===== src/rtl/uart_irq_pkg.sv =====
package uart_irq_pkg;
  localparam int NUM_SRC = 4;
  localparam int ERR_W   = 4;
  localparam int REG_W   = 8;

  // source index equals enable bit position
  localparam int SRC_RX   = 0;
  localparam int SRC_THRE = 1;
  localparam int SRC_LS   = 2;
  localparam int SRC_MS   = 3;

  localparam logic [2:0] CODE_LS   = 3'b011;
  localparam logic [2:0] CODE_RX   = 3'b010;
  localparam logic [2:0] CODE_THRE = 3'b001;
  localparam logic [2:0] CODE_MS   = 3'b000;

  typedef struct packed {
    logic [NUM_SRC-1:0] setSrc;
    logic [NUM_SRC-1:0] clrSrc;
  } irqStrobes_t;
endpackage


===== src/rtl/uart_irq_ctrl.sv =====
module uart_irq_ctrl
  import uart_irq_pkg::*;
(
  input  logic             clk,
  input  logic             rst,
  input  logic             enWrite,
  input  logic [REG_W-1:0] enWrData,
  input  logic [REG_W-1:0] enableValue,
  input  logic [REG_W-1:0] identValue,
  input  logic             identRead,
  input  logic             lsRead,
  input  logic             rbrRead,
  input  logic             msrRead,
  input  logic             thrWrite,
  input  logic [ERR_W-1:0] lineErr,
  input  logic             rxDone,
  input  logic             thrEmpty,
  input  logic             msDelta,
  output irqStrobes_t      strobes
);
  localparam logic [REG_W-1:0] THRE_IDENT = {{(REG_W-4){1'b0}}, CODE_THRE, 1'b0};

  logic thrEmptyPrev;
  logic thrEmptyRise;
  logic threEnRise;
  logic identIsThre;

  // starts high: the holding register is empty after reset and must not
  // raise a cause on its own
  always_ff @(posedge clk) begin
    if (rst) thrEmptyPrev <= 1'b1;
    else     thrEmptyPrev <= thrEmpty;
  end

  always_comb begin
    thrEmptyRise = thrEmpty && !thrEmptyPrev;
    threEnRise   = enWrite && enWrData[SRC_THRE] && !enableValue[SRC_THRE] && thrEmpty;
    identIsThre  = identRead && (identValue == THRE_IDENT);

    strobes.setSrc[SRC_LS]   = |lineErr;
    strobes.clrSrc[SRC_LS]   = lsRead;
    strobes.setSrc[SRC_RX]   = rxDone;
    strobes.clrSrc[SRC_RX]   = rbrRead;
    strobes.setSrc[SRC_THRE] = thrEmptyRise || threEnRise;
    strobes.clrSrc[SRC_THRE] = thrWrite || identIsThre;
    strobes.setSrc[SRC_MS]   = msDelta;
    strobes.clrSrc[SRC_MS]   = msrRead;
  end
endmodule


===== src/rtl/uart_irq_dp.sv =====
module uart_irq_dp
  import uart_irq_pkg::*;
(
  input  logic             clk,
  input  logic             rst,
  input  logic             freeze,
  input  logic             enWrite,
  input  logic [REG_W-1:0] enWrData,
  input  irqStrobes_t      strobes,
  output logic [REG_W-1:0] enableValue,
  output logic [REG_W-1:0] identValue,
  output logic             irq
);
  logic [NUM_SRC-1:0] enBits;
  logic [NUM_SRC-1:0] pendBits;
  logic [NUM_SRC-1:0] activeBits;
  logic [2:0]         code;

  always_ff @(posedge clk) begin
    if (rst)          enBits <= '0;
    else if (enWrite) enBits <= enWrData[NUM_SRC-1:0];
  end

  // one latch per cause; a set in the same cycle as a clear wins
  for (genvar i = 0; i < NUM_SRC; i++) begin : g_pend
    always_ff @(posedge clk) begin
      if (rst)                    pendBits[i] <= 1'b0;
      else if (strobes.setSrc[i]) pendBits[i] <= 1'b1;
      else if (strobes.clrSrc[i]) pendBits[i] <= 1'b0;
    end
  end

  always_comb begin
    activeBits = freeze ? '0 : (pendBits & enBits);
    if      (activeBits[SRC_LS])   code = CODE_LS;
    else if (activeBits[SRC_RX])   code = CODE_RX;
    else if (activeBits[SRC_THRE]) code = CODE_THRE;
    else                           code = CODE_MS;
    irq         = |activeBits;
    identValue  = {{(REG_W-4){1'b0}}, irq ? code : 3'b000, !irq};
    enableValue = {{(REG_W-NUM_SRC){1'b0}}, enBits};
  end
endmodule


===== src/rtl/uart_irq_ident.sv =====
module uart_irq_ident
  import uart_irq_pkg::*;
(
  input  logic       clk,
  input  logic       rst,
  input  logic       freeze,
  input  logic       enWrite,
  input  logic [7:0] enWrData,
  input  logic       identRead,
  input  logic       lsRead,
  input  logic       rbrRead,
  input  logic       msrRead,
  input  logic       thrWrite,
  input  logic [3:0] lineErr,
  input  logic       rxDone,
  input  logic       thrEmpty,
  input  logic       msDelta,
  output logic [7:0] enableValue,
  output logic [7:0] identValue,
  output logic       irq
);
  irqStrobes_t strobes;

  uart_irq_ctrl u_ctrl (
    .clk(clk), .rst(rst), .enWrite(enWrite), .enWrData(enWrData),
    .enableValue(enableValue), .identValue(identValue), .identRead(identRead),
    .lsRead(lsRead), .rbrRead(rbrRead), .msrRead(msrRead), .thrWrite(thrWrite),
    .lineErr(lineErr), .rxDone(rxDone), .thrEmpty(thrEmpty), .msDelta(msDelta),
    .strobes(strobes)
  );

  uart_irq_dp u_dp (
    .clk(clk), .rst(rst), .freeze(freeze), .enWrite(enWrite), .enWrData(enWrData),
    .strobes(strobes), .enableValue(enableValue), .identValue(identValue), .irq(irq)
  );
endmodule


===== config.mk =====
export PLATFORM = sky130hd
export DESIGN_NAME = uart_irq_ident
export DESIGN_NICKNAME = d
export VERILOG_FILES = /design/src/rtl/uart_irq_pkg.sv /design/src/rtl/uart_irq_ctrl.sv /design/src/rtl/uart_irq_dp.sv /design/src/rtl/uart_irq_ident.sv
export SDC_FILE = /design/constraint.sdc
export NUM_CORES = 1
export LEC_CHECK = 0
export ABC_AREA = 1
export CAP_MARGIN = 10
export CORE_AREA = 2 2 42 44
export CTS_CLUSTER_SIZE = 24
export DETAILED_ROUTE_END_ITERATION = 10
export DIE_AREA = 0 0 44 46
export PLACE_DENSITY = 0.89
export SETUP_SLACK_MARGIN = 0.05
export SYNTH_ARGS = -nofsm -noshare
export SYNTH_HDL_FRONTEND = slang
export SYNTH_SLANG_ARGS = --single-unit

===== constraint.sdc =====
create_clock -name clk -period 1.9 [get_ports clk]
set_input_delay 0.285 -clock clk [delete_from_list [all_inputs] [get_ports clk]]
set_output_delay 0.285 -clock clk [all_outputs]
set_load 0.005 [all_outputs]

==> metrics.csv <==
stage,metric,value,unit
floorplan,I/O pin count,41,
synthesis,prevailing post-synth register cell,dfxtp_1,
synthesis,most numerous cell in the Yosys netlist,nor2_1,
setup_path,"critical path fanouts, max",3,
global_routing,number of global-route vias before repair,430,
synthesis,Unique masters post-synth,17,
clocking,Sink Count,9,
clocking,CTS Hold Buffers Added,0,
synthesis,Synth area leaders,"dfxtp_1 38%, buf_4 14%, nor2_1 12%",
setup_path,critical path required time,1.62,ns
synthesis,average cell area after synthesis,6.91,sq um
final_layout,"Area growth, synth to finish",59.3,%
synthesis,"Async S/R FF share, synth",0,%
placement,IO buf count,27,
clocking,CTS root buf,clkbuf_4,
clocking,Worst-Skew Late Latency,0.26,ns
placement,gpl congestion,0.749,
final_layout,layout cells sized above 1,11.1,%
global_routing,aggregate global routing overflow,0,
clocking,Post-CTS Repair Setup Buffers,0,
pwr,Power Density,597,nW/um^2
global_routing,All-Layer GR Usage,11.6,%
final_layout,Layout Utilization,47.1,%
synthesis,synth warn,0,
pwr,Pwr Total,0.000453,W
synthesis,"Cell Area, Synth",477,sq um
clocking,TritonCTS Buffers,3,
global_routing,first-pass GRT wire length,1680,um
detailed_routing,Pre-antenna DRT Iters,2,
setup_path,Buffers & Inverters on Critical Path,2,
synthesis,dominant cell type by area after synthesis,dfxtp_1,
synthesis,#FFs+latches synth,9,
detailed_routing,wire per inst,8.90,um
setup_path,crit path cell chain,nand2_1 > a21oi_2 > nor2_2 > inv_1 > clkdlybuf4s50_1,
setup_path,Crit path max-delay family,buffers and inverters,
synthesis,top cell type's share of synthesized area,37.8,%
sta,Tcrit/Tclk final,91.7,%
placement,post-DP HPWL,886,um
pwr,VDD IR max,0.360,mV
sta,final setup violation count,0,
flow_run,MaxCap Viol Count,0,
setup_path,Crit-path slowest cell,clkdlybuf4s50_1,
synthesis,Post-Syn Instances,69,
floorplan,die width,44,um
setup_path,WP data arrival,1.46,ns
sta,Worst Skew,0.00550,ns
pwr,Leak,0.357,nW
final_layout,n_diodes,0,
floorplan,Cell Rows,15,
global_routing,largest net degree at the start of global routing,7,
synthesis,Commonest cells post-synth,"15 x nor2_1, 10 x inv_1, 9 x buf_4, 9 x dfxtp_1, 8 x nand2_1",
detailed_routing,DR DRC count,0,
synthesis,Post-synth EDFFs,0,
floorplan,Die Span Y,46,um
clocking,htree depth,1,
run_status,outcome,finished clean,
detailed_routing,initial drt markers,2,
detailed_routing,Detail Route Antenna Nets,0,
synthesis,sequential share of the synthesized area,37.8,%
detailed_routing,WL final,1030,um
global_routing,initial antenna violation count,0,
sta,min Tclk post-route,1.74,ns
sta,"Slew Viols, Final",0,
clocking,CTS resizes,1,
setup_path,crit start category,flip-flop,
floorplan,core footprint,1610,sq um
sta,RSZ-0062 raised after global routing,no,
setup_path,kind of critical path,flip-flop to output pin,
floorplan,die area,2020,sq um
final_layout,# nets final,124,
detailed_routing,vias post-DR,482,
clocking,CTS tree,yes,
floorplan,Initial Util,29.5,%
clocking,Clock Pin Slew Worst Setup and Hold Paths,0.06,ns
detailed_routing,mean number of vias per cell,4.16,
setup_path,crit path capture type,output pin,
clocking,clock tree buffer depth,2,
hold_path,HP Class,flip-flop to flip-flop,
setup_path,CP peak stage delay,0.48,ns
sta,Fin. Hold Viols,0,
sta,fmax,574,MHz
-- placed cells by master (no fill, tap or decap) --
master           synthesis  final
clkdlybuf4s50_1          0     26
dlygate4sd2_1            0      1
nand2_1                  8      8
a21oi_2                  1      2
nor2_2                   1      1
inv_2                    1      1
nand3_1                  1      1
o21ai_2                  1      1
inv_1                   10     10
nand2_2                  1      1
dfxtp_1                  9      9
conb_1                   1      9
clkbuf_4                 0      3
or2_2                    1      1
clkbuf_1                 0      1
a21oi_1                  4      3
o22ai_1                  1      1
nand3_2                  1      1
nor2_1                  15     15
o21ai_0                  4      4
-- area by class of cell --
class,count,area (sq um)
inverter,11,41.3
timing repair buffer,27,269
sequential,9,180
multi-input combinational,48,221
clock buffer,4,26.3
tap,17,21.3
fill,169,855
-- worst reg2reg max path: stages, from the launching register on --
cell	delay (ns)
dfxtp_1	0.40
nand3_2	0.12
nor2_1	0.11
nand2_1	0.06
nand2_1	0.07
a21oi_2	0.05
-- metal layers --
layer / vias up / track usage, % / part of all wire [%]
met2: 25 / 20.6 / 50
met3: 2 / 4.37 / 8.8
met4: 0 / 7.27 / 1.6
met5: - / 0 / 0
met1: 204 / 11.5 / 40
li1: 251 / - / -
-- stage by stage --
stage	hold slack [ns]	area, sq um	TNS [ns]	setup WS [ns]	instances
floorplan	0.347	507	0	0.847	77
detailed placement	0.484	731	-0.0746	-0.0590	112
CTS	0.497	756	0	0.0799	116
global route	0.529	759	0	0.0518	116
finish	0.485	759	0	0.157	116
global placement	0.467	731	-0.00887	-0.00887	112
-- sequential cells by signal, summed over array words and instances (netlist names) --
name and cells:
u_ctrl.thrEmptyPrev 1, u_dp.enBits 4, u_dp.pendBits 4
-- cells by family (layout without fill, tap and decap cells) --
logic type | after synthesis | in the layout | share of synthesized area [%]
AOI/OAI and AO/OA | 11 | 11 | 13.4
buffers and inverters | 20 | 42 | 22.8
DFF | 9 | 9 | 37.8
other | 1 | 9 | 0.787
and+or+nand+nor | 28 | 28 | 25.2
-- where the power goes --
part / leakage, nW / internal, W / total [W] / switching, W
clock network: 0.0150 / 0.0000808 / 0.000146 / 0.0000652
logic: 0.267 / 0.0000624 / 0.0000986 / 0.0000362
registers: 0.0749 / 0.000201 / 0.000208 / 0.00000756
-- worst paths after layout --
path                                 start                             to  slack, ns  cells after the start
max            u_dp.enBits[0]$_SDFFE_PP0P_                            irq       0.16                      5
min          u_dp.pendBits[0]$_SDFFE_PP0P_  u_dp.pendBits[0]$_SDFFE_PP0P_       0.49                      2
max reg2reg    u_dp.enBits[1]$_SDFFE_PP0P_  u_dp.pendBits[1]$_SDFFE_PP0P_       0.97                      5
min reg2reg  u_dp.pendBits[0]$_SDFFE_PP0P_  u_dp.pendBits[0]$_SDFFE_PP0P_       0.49                      2
Power figures use the tool's default switching activity.
